--- src/rtl/modclk_pkg.sv ---
// Shared field layout and decoded control type for the module clock divider.
// Assumes a 32-bit control word; field positions fixed by software convention.
package modclk_pkg;
    localparam int DIV_W   = 4;
    localparam int PRE_W   = 2;
    localparam int PH_W    = 2;
    localparam int SEL_W   = 2;
    localparam int DIV_LSB = 0;
    localparam int OPH_LSB = 8;
    localparam int PRE_LSB = 16;
    localparam int SPH_LSB = 20;
    localparam int SEL_LSB = 24;
    localparam int EN_BIT  = 31;

    typedef struct packed {
        logic             en;
        logic [SEL_W-1:0] sel;
        logic [PH_W-1:0]  sph;
        logic [PRE_W-1:0] pre;
        logic [PH_W-1:0]  oph;
        logic [DIV_W-1:0] div;
    } cfg_t;

    localparam logic [31:0] CFG_MASK =
        (32'd1 << EN_BIT) |
        (((32'd1 << SEL_W) - 32'd1) << SEL_LSB) |
        (((32'd1 << PH_W)  - 32'd1) << SPH_LSB) |
        (((32'd1 << PRE_W) - 32'd1) << PRE_LSB) |
        (((32'd1 << PH_W)  - 32'd1) << OPH_LSB) |
        (((32'd1 << DIV_W) - 32'd1) << DIV_LSB);
endpackage

--- src/rtl/modclk_cfg_reg.sv ---
// Control word storage and decode. Only defined fields are kept;
// undefined bits read back as zero. Assumes writes are single-cycle strobes.
module modclk_cfg_reg
    import modclk_pkg::*;
(
    input  logic        clk,
    input  logic        rst_n,
    input  logic        we,
    input  logic [31:0] wdata,
    output cfg_t        cfg,
    output logic [31:0] rdata
);
    // Store decoded fields on a write, clear on reset.
    always_ff @(posedge clk) begin
        if (!rst_n) begin
            cfg <= '0;
        end else if (we) begin
            cfg.en  <= wdata[EN_BIT];
            cfg.sel <= wdata[SEL_LSB +: SEL_W];
            cfg.sph <= wdata[SPH_LSB +: PH_W];
            cfg.pre <= wdata[PRE_LSB +: PRE_W];
            cfg.oph <= wdata[OPH_LSB +: PH_W];
            cfg.div <= wdata[DIV_LSB +: DIV_W];
        end
    end

    // Reassemble the read-back word from the stored fields.
    always_comb begin
        rdata                    = '0;
        rdata[EN_BIT]            = cfg.en;
        rdata[SEL_LSB +: SEL_W]  = cfg.sel;
        rdata[SPH_LSB +: PH_W]   = cfg.sph;
        rdata[PRE_LSB +: PRE_W]  = cfg.pre;
        rdata[OPH_LSB +: PH_W]   = cfg.oph;
        rdata[DIV_LSB +: DIV_W]  = cfg.div;
    end
endmodule

--- src/rtl/modclk_prescaler.sv ---
// Power-of-two prescaler: passes every 2^pre-th source strobe.
// Assumes the counter wraps in step with the divider so a new
// prescale value loaded at a divided rising edge starts from zero.
module modclk_prescaler #(
    parameter int PRE_W = 2
) (
    input  logic             clk,
    input  logic             rst_n,
    input  logic             run,
    input  logic             tick,
    input  logic [PRE_W-1:0] pre,
    output logic             pre_tick
);
    localparam int CNT_W = (1 << PRE_W) - 1;

    logic [CNT_W-1:0] cnt;
    logic [CNT_W-1:0] lim;

    // Terminal count for the selected power of two.
    always_comb begin
        lim      = CNT_W'((32'd1 << pre) - 32'd1);
        pre_tick = run && tick && (cnt == lim);
    end

    // Count source strobes while running; restart on wrap or stop.
    always_ff @(posedge clk) begin
        if (!rst_n || !run) begin
            cnt <= '0;
        end else if (tick) begin
            cnt <= pre_tick ? '0 : cnt + 1'b1;
        end
    end
endmodule

--- src/rtl/modclk_divider.sv ---
// Integer divider: toggles its level every (lim+1) prescaled strobes,
// giving a 50% duty divided clock. Flags the low-to-high toggle so the
// parent can load new ratio settings at a clean boundary.
module modclk_divider #(
    parameter int DIV_W = 4
) (
    input  logic             clk,
    input  logic             rst_n,
    input  logic             run,
    input  logic             step,
    input  logic [DIV_W-1:0] lim,
    output logic             level,
    output logic             rise
);
    logic [DIV_W-1:0] cnt;
    logic             toggle;

    // Detect the end of a half period and the rising toggle.
    always_comb begin
        toggle = step && (cnt == lim);
        rise   = toggle && !level;
    end

    // Half-period counter and output level; idle low when stopped.
    always_ff @(posedge clk) begin
        if (!rst_n || !run) begin
            cnt   <= '0;
            level <= 1'b0;
        end else if (step) begin
            cnt <= toggle ? '0 : cnt + 1'b1;
            if (toggle) begin
                level <= !level;
            end
        end
    end
endmodule

--- src/rtl/modclk_phase_tap.sv ---
// Phase tap: keeps a history of the divided level sampled at each source
// strobe and replays it 2k strobes (k source periods) later. Code 0
// selects the inverted divided level (half-period shift).
module modclk_phase_tap #(
    parameter int PH_W = 2
) (
    input  logic            clk,
    input  logic            rst_n,
    input  logic            run,
    input  logic            tick,
    input  logic            lvl,
    input  logic [PH_W-1:0] code,
    output logic            tap
);
    localparam int MAXK = (1 << PH_W) - 1;
    localparam int HIST = 2 * MAXK;

    logic [HIST-1:0] hist;

    // Shift the divided level into the history on each source strobe.
    always_ff @(posedge clk) begin
        if (!rst_n || !run) begin
            hist <= '0;
        end else if (tick) begin
            hist <= {hist[HIST-2:0], lvl};
        end
    end

    // Pick the history slot for the code, or the inverse for code 0.
    always_comb begin
        tap = !lvl;
        for (int k = 1; k <= MAXK; k++) begin
            if (code == PH_W'(k)) begin
                tap = hist[2*k-1];
            end
        end
    end
endmodule

--- src/rtl/modclk_gen.sv ---
// Module clock generator top: source strobe select, prescaler, integer
// divider, two phase taps and output gating. Assumes every source is
// presented as one-cycle edge strobes in the clk domain. Ratio fields are
// shadowed and reloaded only at a divided rising edge.
module modclk_gen
    import modclk_pkg::*;
#(
    parameter int N_SRC = 4
) (
    input  logic             clk,
    input  logic             rst_n,
    input  logic [N_SRC-1:0] src_tick,
    input  logic             cfg_we,
    input  logic [31:0]      cfg_wdata,
    output logic [31:0]      cfg_rdata,
    output logic             div_clk,
    output logic             out_clk,
    output logic             smp_clk
);
    localparam int N_TAP = 2;

    cfg_t             cfg;
    logic             run;
    logic             sel_tick;
    logic             pre_tick;
    logic             lvl;
    logic             rise;
    logic [DIV_W-1:0] sh_div;
    logic [PRE_W-1:0] sh_pre;
    logic [PH_W-1:0]  tap_code [N_TAP];
    logic [N_TAP-1:0] tap_raw;

    modclk_cfg_reg u_cfg (
        .clk   (clk),
        .rst_n (rst_n),
        .we    (cfg_we),
        .wdata (cfg_wdata),
        .cfg   (cfg),
        .rdata (cfg_rdata)
    );

    // Route the selected source strobe; out-of-range indices use source 0.
    always_comb begin
        sel_tick = src_tick[0];
        for (int i = 1; i < N_SRC; i++) begin
            if (cfg.sel == SEL_W'(i)) begin
                sel_tick = src_tick[i];
            end
        end
    end

    // Delay the enable by one cycle so the shadow is loaded before counting.
    always_ff @(posedge clk) begin
        if (!rst_n) begin
            run <= 1'b0;
        end else begin
            run <= cfg.en;
        end
    end

    // Ratio shadow: follows the control word while stopped, else at a rise.
    always_ff @(posedge clk) begin
        if (!rst_n) begin
            sh_div <= '0;
            sh_pre <= '0;
        end else if (!run || rise) begin
            sh_div <= cfg.div;
            sh_pre <= cfg.pre;
        end
    end

    modclk_prescaler #(.PRE_W(PRE_W)) u_pre (
        .clk      (clk),
        .rst_n    (rst_n),
        .run      (run),
        .tick     (sel_tick),
        .pre      (sh_pre),
        .pre_tick (pre_tick)
    );

    modclk_divider #(.DIV_W(DIV_W)) u_div (
        .clk   (clk),
        .rst_n (rst_n),
        .run   (run),
        .step  (pre_tick),
        .lim   (sh_div),
        .level (lvl),
        .rise  (rise)
    );

    assign tap_code[0] = cfg.oph;
    assign tap_code[1] = cfg.sph;

    // One phase tap per delayed copy.
    for (genvar t = 0; t < N_TAP; t++) begin : g_tap
        modclk_phase_tap #(.PH_W(PH_W)) u_tap (
            .clk   (clk),
            .rst_n (rst_n),
            .run   (run),
            .tick  (sel_tick),
            .lvl   (lvl),
            .code  (tap_code[t]),
            .tap   (tap_raw[t])
        );
    end

    // Gate every output with the enable bit.
    always_comb begin
        div_clk = cfg.en && lvl;
        out_clk = cfg.en && tap_raw[0];
        smp_clk = cfg.en && tap_raw[1];
    end
endmodule

--- config.mk ---
export PLATFORM = sky130hd
export DESIGN_NAME = modclk_gen
export DESIGN_NICKNAME = d
export VERILOG_FILES = /design/src/rtl/modclk_pkg.sv /design/src/rtl/modclk_cfg_reg.sv /design/src/rtl/modclk_prescaler.sv /design/src/rtl/modclk_divider.sv /design/src/rtl/modclk_phase_tap.sv /design/src/rtl/modclk_gen.sv
export SDC_FILE = /design/constraint.sdc
export NUM_CORES = 1
export LEC_CHECK = 0
export ABC_AREA = 1
export BUFFER_PORTS_ARGS = -buffer_cell sky130_fd_sc_hd__buf_2
export CORE_ASPECT_RATIO = 0.5
export CORE_MARGIN = 5
export CORE_UTILIZATION = 45
export CTS_CLUSTER_SIZE = 12
export DETAILED_ROUTE_END_ITERATION = 7
export PLACE_DENSITY = 0.76
export SETUP_SLACK_MARGIN = 0.15
export SLEW_MARGIN = 10
export SYNTH_ARGS = -nofsm -noshare
export SYNTH_HDL_FRONTEND = slang
export SYNTH_SLANG_ARGS = --single-unit
--- constraint.sdc ---
create_clock -name clk -period 2.3 [get_ports clk]
set_clock_uncertainty 0.05 [all_clocks]
set_input_delay 0.23 -clock clk [delete_from_list [all_inputs] [get_ports clk]]
set_output_delay 0.23 -clock clk [all_outputs]
set_load 0.01 [all_outputs]
Yosys cells after proc, flatten, opt, wreduce, memory -nomap -nowiden
Index checks and enable logic that the tools add are counted.
{"block": "word_totals", "n_memories": 0, "register_bits": 40, "mem_bits_rw": 0, "latchBits": 0, "romBits": 0, "inputBits": 39, "output_inout_bits": 35}
{"block": "classes", "n_eq_ne": 11, "magnitude_cmp": 0, "n_bitwise": 0, "n_div": 0, "mux": 11, "n_mul": 0, "n_reduce_logical": 13, "add_sub_neg": 3, "n_shift": 1}
{"op": "== test 2 bit, second input constant", "count": 6}
{"op": "2-to-1 mux 1 bit", "count": 9}
{"op": "logical AND 1 bit", "count": 7}
{"op": "== test 2 x 1 -> 1 bit, second input constant", "count": 3}
{"op": "adder 4 x 1 -> 4 bit, second input constant", "count": 1}
{"op": "== test 4 bit", "count": 1}
{"op": "2-to-1 mux 4 bit", "count": 1}
{"op": "adder 3 x 1 -> 3 bit, second input constant", "count": 1}
{"op": "== test 3 bit", "count": 1}
{"op": "zero test 1 bit", "count": 3}
{"op": "2-to-1 mux 3 bit", "count": 1}
{"op": "<< shifter 1 x 2 -> 3 bit, first input constant", "count": 1}
{"op": "subtractor 3 x 1 -> 3 bit, second input constant", "count": 1}
{"op": "logical OR 1 bit", "count": 2}
{"op": "AND reduction 2 bit", "count": 1}

Longest topological paths before layout
Gate-level depths: netlist of the first run.
{"block": "depth", "ltp_word": 9, "mapped_depth": 11, "ltp_nobuf": 11}

By module
From an unflattened synthesis of the first run, not the netlist that was laid out.
{"block": "unflattened", "cells_unflattened": 337, "area_unflattened_um2": 2202.1}
{"module": "modclk_cfg_reg", "instances": 1, "seq_area_each_um2": 260.2, "cells_per_inst": 115, "area_each_um2": 789.5}
{"module": "modclk_phase_tap", "instances": 2, "seq_area_each_um2": 120.1, "cells_per_inst": 38, "area_each_um2": 250.2}
{"module": "modclk_gen", "instances": 1, "seq_area_each_um2": 140.1, "cells_per_inst": 60, "area_each_um2": 359.1}
{"module": "modclk_divider", "instances": 1, "seq_area_each_um2": 100.1, "cells_per_inst": 49, "area_each_um2": 337.8}
{"module": "modclk_prescaler", "instances": 1, "seq_area_each_um2": 60.1, "cells_per_inst": 37, "area_each_um2": 215.2}

Worst setup path before layout of the first run
OpenSTA, ideal clock, no wires.
{"block": "synth_timing", "path_kind": "reg2reg", "from": "reg, netlist name u_cfg.cfg[10]", "to": "reg sh_div[0]", "arrival_time_ps": 1200, "stages_incl_launch_ff": 9, "path_buffers": 1, "setup_time_ps": 115, "setup_slack_ps": 935, "synth_period_minus_slack_ps": 1365, "path_cell_list": "dfxtp_1 > nand2_1 > nand3_2 > nand2_4 > nor2_4 > nand4_2 > buf_6 > a21oi_1 > nor2_1"}
{"block": "synth_between", "elab_chain_cells": 9, "elab_cells_between_ends": 11}
{"element": "== test 2 x 1 -> 1 bit", "line": "modclk_gen.sv:46", "source": "if (cfg.sel == SEL_W'(i)) begin"}
{"element": "2-to-1 mux 1 bit (2 in a row)", "line": "modclk_gen.sv:46"}
{"element": "2-to-1 mux 1 bit (*)", "line": "modclk_gen.sv:46"}
{"element": "logical AND 1 bit (*) (2 in a row)", "line": "modclk_prescaler.sv:22", "source": "pre_tick = run && tick && (cnt == lim);"}
{"element": "logical AND 1 bit (*)", "line": "modclk_divider.sv:20", "source": "toggle = step && (cnt == lim);"}
{"element": "logical AND 1 bit (*)", "line": "modclk_divider.sv:21", "source": "rise = toggle && !level;"}
{"element": "logical OR 1 bit (*)", "line": "modclk_gen.sv:66", "source": "end else if (!run || rise) begin"}
{"element": "to (signal assigned)", "line": "modclk_gen.sv:67", "source": "sh_div <= cfg.div;"}
{"element": "to (decl)", "line": "modclk_gen.sv:28", "source": "logic [DIV_W-1:0] sh_div;"}
Every way passes the cells marked *; elsewhere a longest branch is shown, timed or not.
A chain may end at the register's enable or synchronous reset.

Worst setup path in the final report of the first run
{"block": "layout_timing", "from": "reg run", "to": "reg sh_pre[1]"}
{"block": "layout_between", "elab_chain_cells": 5, "elab_cells_between_ends": 6}
{"element": "from (decl)", "line": "modclk_gen.sv:23", "source": "logic run;"}
{"element": "from (signal assigned)", "line": "modclk_gen.sv:57", "source": "run <= cfg.en;"}
{"element": "logical AND 1 bit (2 in a row)", "line": "modclk_prescaler.sv:22"}
{"element": "logical AND 1 bit", "line": "modclk_divider.sv:20"}
{"element": "logical AND 1 bit", "line": "modclk_divider.sv:21"}
{"element": "logical OR 1 bit (*)", "line": "modclk_gen.sv:66"}
{"element": "to (signal assigned)", "line": "modclk_gen.sv:68", "source": "sh_pre <= cfg.pre;"}
{"element": "to (decl)", "line": "modclk_gen.sv:29", "source": "logic [PRE_W-1:0] sh_pre;"}
Marked as above.

==> results_dict.tcl, run 1 <==
set metrics [dict create \
    max_freq_ghz 0.623 \
    synth_warnings 0 \
    rsz0062_at_grt "false" \
    netlist_instances 234 \
    clk_pin_slew_ps 70 \
    crit_end "sh_pre[1]" \
    async_reset_ff_frac 0 \
    grt-ovfl-total 0 \
    dr_total_vias 1514 \
    drtIter0Drc 85 \
    ys_types 25 \
    leakagePower_nw 0.903 \
    hold_start "cfg_wdata[17]" \
    grt_pass1_vias 1371 \
    cp-start-kind "flip-flop" \
    grt_pass1_wl_um 5900 \
    num_rows 15 \
    start_util 0.481 \
    drive_gt1_frac 0.221 \
    io_pins 74 \
    cts_setup_buffers 0 \
    crit_path_max_fanout 14 \
    antenna_found_initial 0 \
    post-synth-top-count-cell "nand2_1" \
    status "finished clean" \
    clock_latency_ps 280 \
    portBuffers 35 \
    hold_viol 0 \
    synth_top_area_share 0.399 \
    n_antenna_cell 0 \
    avgRoutedWirePerCell_um 10.6 \
    syn2layout_area_growth_pct 13.4 \
    synth_ff_type "dfxtp_1" \
    nFillCells 348 \
    worstReg2RegEnd "sh_pre[1]" \
    final_nets 312 \
    route.detailed.drc 0 \
    ys_seq_elements 34 \
    netlist_top_cells_area "dfxtp_1 40%, nand2_1 10%, buf_4 9.2%" \
    die_area_um2 5200 \
    reg2regPathDepth 6 \
    ir_worst_vdd_v 0.000424 \
    track_usage 0.142 \
    r2r_slack_ps 690 \
    post_cts_resized 0 \
    period_needed_ps 1610 \
    yosysSeqAreaShare 0.399 \
    clockRootBuffer "clkbuf_8" \
    die_y_um 53.5 \
    gp_congestion 0.853 \
    final_max_slew_viol_count 0 \
    syn-cell-area_um2 1710 \
    setup_violations 0 \
    synth_edf_count 0 \
    grt_max_degree 22 \
    first_pass_iters 4 \
    critical_path.startpoint "run" \
    cts.sinks 34 \
    cts_made_buffers 5 \
    power_mw 1.26 \
    hp-class "in2reg" \
    antenna_left 0 \
    powerDensity_nw_per_um2 653 \
    core-area_um2 3550 \
    tns_ps 0 \
    syn_area_per_cell_um2 7.29 \
    finalCritPeriodShare 0.698 \
    yosys.area.top_type "dfxtp_1" \
    routed_wl_um 3430 \
    regToRegStartpoint "run" \
    cp-end-kind "flip-flop" \
    dp_hpwl_um 2630 \
    synth_common_cells "46 x nand2_1, 34 x dfxtp_1, 31 x nor2_1" \
    crit_arrival_ps 1730 \
    cts_tree "yes" \
    required_ps 2430 \
    via_per_inst 4.69 \
    die_w_um 97.1 \
    hold_buffers 0 \
    cap_violations 0 \
    cts_max_level 2 \
    clockBufferDepth 2 \
    criticalPathCategory "reg2reg" \
]
[metrics by stage]
| stage | instance area, um^2 | setup WS (ps) | std cells | utilization | hold slack (ps) |
|---|---|---|---|---|---|
| floorplan | 1770 | 935 | 252 | - | 315 |
| CTS | 1930 | 700 | 323 | 0.545 | 111 |
| finish | 1930 | 695 | 323 | 0.545 | 120 |
| detailed placement | 1840 | 719 | 315 | 0.520 | 400 |
| global placement | 1840 | 782 | 315 | 0.520 | 397 |
| global route | 1930 | 554 | 323 | 0.545 | 116 |
[how the worst min path moves through the flow]
| stage | end | slack (ps) | cells after the start |
|---|---|---|---|
| after detailed placement | run | 400 | 2 |
| after CTS | u_cfg.cfg[3] | 110 | 3 |
| after global placement | run | 400 | 2 |
| after global routing | u_cfg.cfg[7] | 120 | 3 |
| after floorplan | u_cfg.cfg[4] | 310 | 2 |
| final | u_cfg.cfg[7] | 120 | 3 |
[kinds of logic (layout without fill, tap and decap cells)]
group,Yosys count,after routing,synth area share
other,1,19,0.00220
buffers and inverters,51,71,0.163
DFF,34,34,0.399
adders and majority gates,2,2,0.0147
and+or+nand+nor,95,95,0.255
AOI/OAI and AO/OA,48,48,0.151
xor gates and xnor gates,3,3,0.0154
[state kept, by name, summed over array words and instances, names as in the netlist]
signal / flops
sh_pre: 2
g_tap.u_tap.hist: 6
sh_div: 4
u_div.level: 1
run: 1
u_cfg.cfg: 13
u_pre.cnt: 3
u_div.cnt: 4
[cell type report]
type	instances	area, um^2	share of cell area
inverters	27	101	0.0524
flip-flops and latches	34	681	0.352
multi-input cells	167	815	0.421
repair buffers	36	183	0.0944
well taps	51	63.8	0.0330
clock buffers	7	86.3	0.0446
clock inverters	1	5.00	0.00259
[cell usage in the layout, fill, tap and decap left out]
cell	instances
nor2_4	1
nand3_1	5
nor2_1	31
buf_4	1
o211ai_1	2
nand4_2	1
buf_2	35
xor2_1	3
nand2_4	1
o21ai_0	20
inv_1	22
nand2_1	46
o32ai_1	1
o21ai_2	1
conb_1	19
nand3_2	6
clkbuf_8	6
clkinv_1	2
inv_2	3
clkinv_2	1
nor2_2	2
clkbuf_1	1
a21oi_1	22
nand2_2	2
dfxtp_1	34
a211oi_1	2
ha_1	2
[power breakdown]
group / switching (mW) / total [mW] / internal (mW)
Combinational: 0.116 / 0.181 / 0.0645
Clock: 0.205 / 0.446 / 0.241
Sequential: 0.0203 / 0.636 / 0.615
Total: 0.341 / 1.26 / 0.921
[layer usage]
layer / up-vias / wire [um] / track usage
met5: - / 0 / 0
li1: 781 / - / -
met4: 0 / 72 / 0.0839
met2: 58 / 1480 / 0.243
met3: 8 / 255 / 0.0336
met1: 667 / 1620 / 0.169
[worst max-delay path: stages (launching register included)]
cell and delay (ps):
dfxtp_1 310, buf_4 200, nand3_2 100, nor2_2 150, nand4_2 340, a21oi_1 280
nor2_1 70
(Power assumes the default switching activity.)
==> inputs of run 2 (changes only) <==
--- a/config.mk
+++ b/config.mk
@@ -5,7 +5,7 @@
 export SDC_FILE = /design/constraint.sdc
 export NUM_CORES = 1
 export LEC_CHECK = 0
-export ABC_AREA = 1
+export ABC_AREA = 0
 export BUFFER_PORTS_ARGS = -buffer_cell sky130_fd_sc_hd__buf_2
 export CORE_ASPECT_RATIO = 0.5
 export CORE_MARGIN = 5
==> constraint.sdc (replaced) <==
create_clock -name clk -period 1.6 [get_ports clk]
set_clock_uncertainty 0.05 [all_clocks]
set_input_delay 0.16 -clock clk [delete_from_list [all_inputs] [get_ports clk]]
set_output_delay 0.16 -clock clk [all_outputs]
set_load 0.01 [all_outputs]
==> run 2 against run 1 <==
The run now ends with negative setup slack left. Global-route usage is 0.75 points higher. Worst hold slack worse by 44 ps. Wire length is 14% higher. Non-clock buffer count is 20 higher. Setup slack worse by 980 ps. First-iteration DRC count is 26% lower. Sequential share of layout area is 3.3 points lower. Flip-flop and latch count stayed put. Clock power is 44% higher. Core utilization is 6.7 points higher. Largest power group unchanged. Highest routed layer unchanged.
==> results_dict.tcl, run 2 <==
set metrics [dict create \
    status "complete, but fails checks" \
    violations "negative setup slack" \
    first_pass_iters 4 \
    synth_top_family_by_area "simple AND/OR/NAND/NOR gates" \
    ys_seq_elements 34 \
    synth-compound-area-share 0.0714 \
    leakagePower_nw 0.981 \
    cts_tree "yes" \
    grt-ovfl-total 0 \
    stdcell_area_um2 2170 \
    gp_congestion 0.807 \
    route.detailed.drc 0 \
    synth_ff_type "dfxtp_1" \
    pre_cts_slack_ps -248 \
    cp-start-kind "flip-flop" \
    n_antenna_cell 0 \
    netlist_top_cells_area "dfxtp_1 40%, mux2i_1 16%, buf_4 8.3%" \
    track_usage 0.149 \
    crit_path_max_fanout 4 \
    drtIter0Drc 63 \
    final_cell_mix "35 x buf_2, 27 x mux2i_1, 27 x dfxtp_1, 21 x nand2_1, 19 x conb_1" \
    async_reset_ff_frac 0 \
    worst_slack_ps -283 \
    placedInstanceArea_um2 1970 \
    final_max_slew_viol_count 0 \
    yosysSeqAreaShare 0.397 \
    via_per_inst 4.85 \
    dr_total_vias 1388 \
    netlist_instances 180 \
    fin_util 0.612 \
    final_common_cell "buf_2" \
    ys_types 38 \
    cts_made_buffers 5 \
    grt_pass1_vias 1301 \
    synthAdderAreaFrac 0.0146 \
    fin_cells 286 \
    post-synth-top-count-cell "dfxtp_1" \
    cap_violations 0 \
    cts_max_level 2 \
    globalRouteMet3Util 0.0401 \
    largest_reg_flops 13 \
    avgRoutedWirePerCell_um 13.7 \
    powerDensity_nw_per_um2 843 \
    synthXorXnorAreaFrac 0.0350 \
    grt_max_degree 19 \
    start_util 0.484 \
    syn-cell-area_um2 1720 \
    dpl.cell_count 275 \
    core-area_um2 3550 \
    antenna_left 0 \
    hold_viol 0 \
    max_freq_ghz 0.531 \
    top_usage_layer "met2" \
    die_y_um 53.7 \
    io_pins 74 \
    r2r_slack_ps -280 \
    die_area_um2 5220 \
    rsz0062_at_grt "true" \
    criticalPathCategory "reg2reg" \
    portBuffers 35 \
    required_ps 1730 \
    grt_pass1_wl_um 6070 \
    setup_violations 10 \
    drive_gt1_frac 0.349 \
    hp-class "in2reg" \
    synth_top_area_share 0.397 \
    holdWs_ps 76.3 \
    synth-simple-area-share 0.184 \
    synth_warnings 0 \
    routed_wl_um 3920 \
    clockRootBuffer "clkbuf_8" \
    crit_arrival_ps 2010 \
    yosys.area.top_type "dfxtp_1" \
    cp-end-kind "flip-flop" \
    clock_latency_ps 290 \
    grt_util_met2 0.274 \
    cts.sinks 34 \
    synthMuxAreaShare 0.176 \
    final_nets 275 \
    antenna_found_initial 0 \
    syn2layout_area_growth_pct 26.5 \
    ir_worst_vdd_v 0.000483 \
    die_w_um 97.3 \
    period_needed_ps 1880 \
    hold_buffers 0 \
    synth_edf_count 0 \
    clockBufferDepth 2 \
    syn_area_per_cell_um2 9.54 \
    synth_common_cells "34 x dfxtp_1, 28 x mux2i_1, 23 x nand2_1" \
    reg.largest.list "u_cfg.cfg x13, g_tap.u_tap.hist x6" \
    top_register "u_cfg.cfg" \
    finalCritPeriodShare 1.18 \
    grtUsageMet1 0.163 \
    dp_hpwl_um 2760 \
    clk_pin_slew_ps 70 \
    num_rows 15 \
]
## run 2: path summary, 6_finish.rpt
path,end,startpoint,cells past startpoint
max,u_div.level,sh_div[3],7
min,u_cfg.cfg[6],cfg_wdata[16],3
max reg2reg,u_div.level,sh_div[3],7
min reg2reg,sh_div[2],sh_div[2],2
## run 2: cell families after synthesis
| logic type | count (synthesis) |
|---|---|
| other | 1 |
| flip-flops | 34 |
| AND/OR/NAND/NOR | 63 |
| adder cells (fa/ha/maj) | 2 |
| buffers and inverters | 28 |
| multiplexers | 29 |
| XOR/XNOR | 6 |
| AO/OA/AOI/OAI | 17 |
## run 2: final cells by class
type	count	area [um^2]
tap	51	63.8
clock inverter	1	5.00
timing repair buffer	56	364
multi-input combinational	136	957
clock buffer	7	86.3
sequential	34	692
inverter	1	3.75
fill	273	1380
## run 2: power by group
part	internal (mW)	switching (mW)	total (mW)
logic	0.139	0.148	0.286
clock network	0.347	0.297	0.644
registers	0.874	0.0270	0.901
total	1.36	0.472	1.83
## run 2: metal layers
layer | vias up | part of all wire
met1 | 650 | 0.43
met5 | - | 0
met2 | 51 | 0.49
met4 | 0 | 0.016
met3 | 6 | 0.067
li1 | 681 | -
## run 2: metrics by stage
stage / TNS [ps] / power (mW)
2_1_floorplan: -904 / 1.11
5_1_grt: -2550 / 1.91
6_report: -2150 / 1.83
4_1_cts: -1630 / 1.81
3_3_place_gp: -1320 / 1.15
3_5_place_dp: -1700 / 1.16
## run 2: what timing repair did
action                     CTS  global route
buffers inserted             2             1
setup endpoints to repair   16            22
resized for setup            7            15
pin swaps                    2             7
## run 2: worst max-delay path, stage by stage (launching register included)
cell and delay (ps):
dfxtp_2 330, xor2_1 180, or4_4 550, buf_4 160
buf_6 120, a211oi_4 170, xnor2_1 150, nor2_1 70
==> inputs of run 3 (changes only) <==
--- a/config.mk
+++ b/config.mk
@@ -7,7 +7,7 @@
 export LEC_CHECK = 0
 export ABC_AREA = 0
 export BUFFER_PORTS_ARGS = -buffer_cell sky130_fd_sc_hd__buf_2
-export CORE_ASPECT_RATIO = 0.5
+export CORE_ASPECT_RATIO = 0.7
 export CORE_MARGIN = 5
 export CORE_UTILIZATION = 45
 export CTS_CLUSTER_SIZE = 12
==> run 3 against run 2 <==
The flow still finishes with violations (negative setup slack). Die area fell by 1.1%. Critical path depth fell by 3. Cell count fell by 0.35%. Wire length fell by 6.7%. Critical path type unchanged. Critical endpoint is now sh_pre[1].
==> results_dict.tcl, run 3 (synthesis gave the netlist of run 2 again) <==
set metrics [dict create \
    route.detailed.drc 0 \
    die_area_um2 5170 \
    core-area_um2 3600 \
    pwr-share-comb 0.142 \
    crit_path_max_fanout 6 \
    hp-class "in2reg" \
    final_cell_mix "35 x buf_2, 28 x mux2i_1, 28 x dfxtp_1, 21 x nand2_1, 19 x conb_1" \
    finalCritPeriodShare 1.15 \
    crit_arrival_ps 1950 \
    period_needed_ps 1840 \
    cap_violations 0 \
    clockRootBuffer "clkbuf_8" \
    stdcell_area_um2 2180 \
    status "complete, but fails checks" \
    cts_made_buffers 5 \
    placedInstanceArea_um2 1960 \
    drtIter0Drc 130 \
    cp-end-kind "flip-flop" \
    final_common_cell "buf_2" \
    dr_total_vias 1320 \
    powerDensity_nw_per_um2 910 \
    grt_pass1_wl_um 5790 \
    r2r_slack_ps -240 \
    cts_tree "yes" \
    setup_violations 15 \
    grt_pass1_vias 1292 \
    final_max_slew_viol_count 0 \
    gp_congestion 0.802 \
    ir_worst_vdd_v 0.000712 \
    dp_hpwl_um 2660 \
    grt-ovfl-total 0 \
    clock_latency_ps 290 \
    fin_cells 285 \
    switching_share 0.238 \
    via_per_inst 4.63 \
    cts_max_level 2 \
    num_rows 18 \
    fin_util 0.606 \
    start_util 0.476 \
    grt_max_degree 28 \
    tns_ps -1900 \
    max_freq_ghz 0.543 \
    die_w_um 83.8 \
    track_usage 0.142 \
    cp-start-kind "flip-flop" \
    drive_gt1_frac 0.349 \
    reg.largest.list "u_cfg.cfg x13, g_tap.u_tap.hist x6" \
    die_y_um 61.7 \
    top_register "u_cfg.cfg" \
    antenna_left 0 \
    required_ps 1710 \
    switchingPower_mw 0.473 \
    clockBufferDepth 2 \
    n_antenna_cell 0 \
    routed_wl_um 3660 \
    syn2layout_area_growth_pct 27.3 \
    p_int_mw 1.51 \
    seqPwrFrac 0.453 \
    largest_reg_flops 13 \
    violations "negative setup slack" \
    first_pass_iters 5 \
    cts.sinks 34 \
    clk_pin_slew_ps 70 \
    pwr-share-clk 0.405 \
    io_pins 74 \
    leakagePower_nw 1.00 \
    antenna_found_initial 0 \
    dpl.cell_count 272 \
    hold_viol 0 \
    avgRoutedWirePerCell_um 12.8 \
    final_nets 276 \
    portBuffers 35 \
    worst_slack_ps -241 \
    rsz0062_at_grt "true" \
    criticalPathCategory "reg2reg" \
]
## run 3: area by class of cell
cell class | count | area, um^2
Fill cell | 306 | 1420
Multi-Input combinational cell | 136 | 948
Sequential cell | 34 | 691
Timing Repair Buffer | 57 | 367
Clock buffer | 6 | 82.6
Tap cell | 50 | 62.6
Clock inverter | 1 | 30.0
Inverter | 1 | 3.75
## run 3: timing repair
| item | in CTS | in global routing |
|---|---|---|
| resized for setup | 12 | 8 |
| setup buffers | 5 | 1 |
| hold buffers | 0 | 0 |
| pin swaps | 5 | 6 |
| endpoints found under the setup margin | 16 | 22 |
## run 3: per-stage QoR
stage | power [mW] | worst slack [ps] | hold slack, ps
floorplan | 1.11 | -151 | 280
global route | 2.07 | -298 | 79.3
detailed placement | 1.16 | -247 | 373
global placement | 1.15 | -215 | 366
finish | 1.99 | -241 | 78.6
CTS | 1.99 | -249 | 67.9
## run 3: routing by layer
metal  share of wire  up-vias  GRT usage
li1                -      681          -
met1            0.48      594      0.188
met2            0.45       42      0.225
met3           0.063        3     0.0535
met4           0.011        0     0.0344
met5               0        -          0
## run 3: worst paths after layout
| check | from | to | cells after the start |
|---|---|---|---|
| worst max-delay path | sh_div[3] | sh_pre[1] | 4 |
| worst min-delay path | cfg_wdata[0] | u_cfg.cfg[0] | 3 |
| worst max register to register | sh_div[3] | sh_pre[1] | 4 |
| worst min register to register | u_cfg.cfg[3] | sh_div[3] | 2 |
## run 3: worst max-delay path: stages (launching register included)
cell	delay [ps]
dfxtp_2	320
xor2_1	160
or4_4	540
o41a_1	470
mux2i_1	170
## run 3: power groups by stage
stage          Clock (mW)  Sequential [mW]  Combinational (mW)
3_3_place_gp            0            0.917               0.232
2_1_floorplan           0            0.923               0.187
5_1_grt             0.861            0.905               0.306
4_1_cts             0.823            0.900               0.271
6_report            0.805            0.901               0.281
3_5_place_dp            0            0.919               0.238
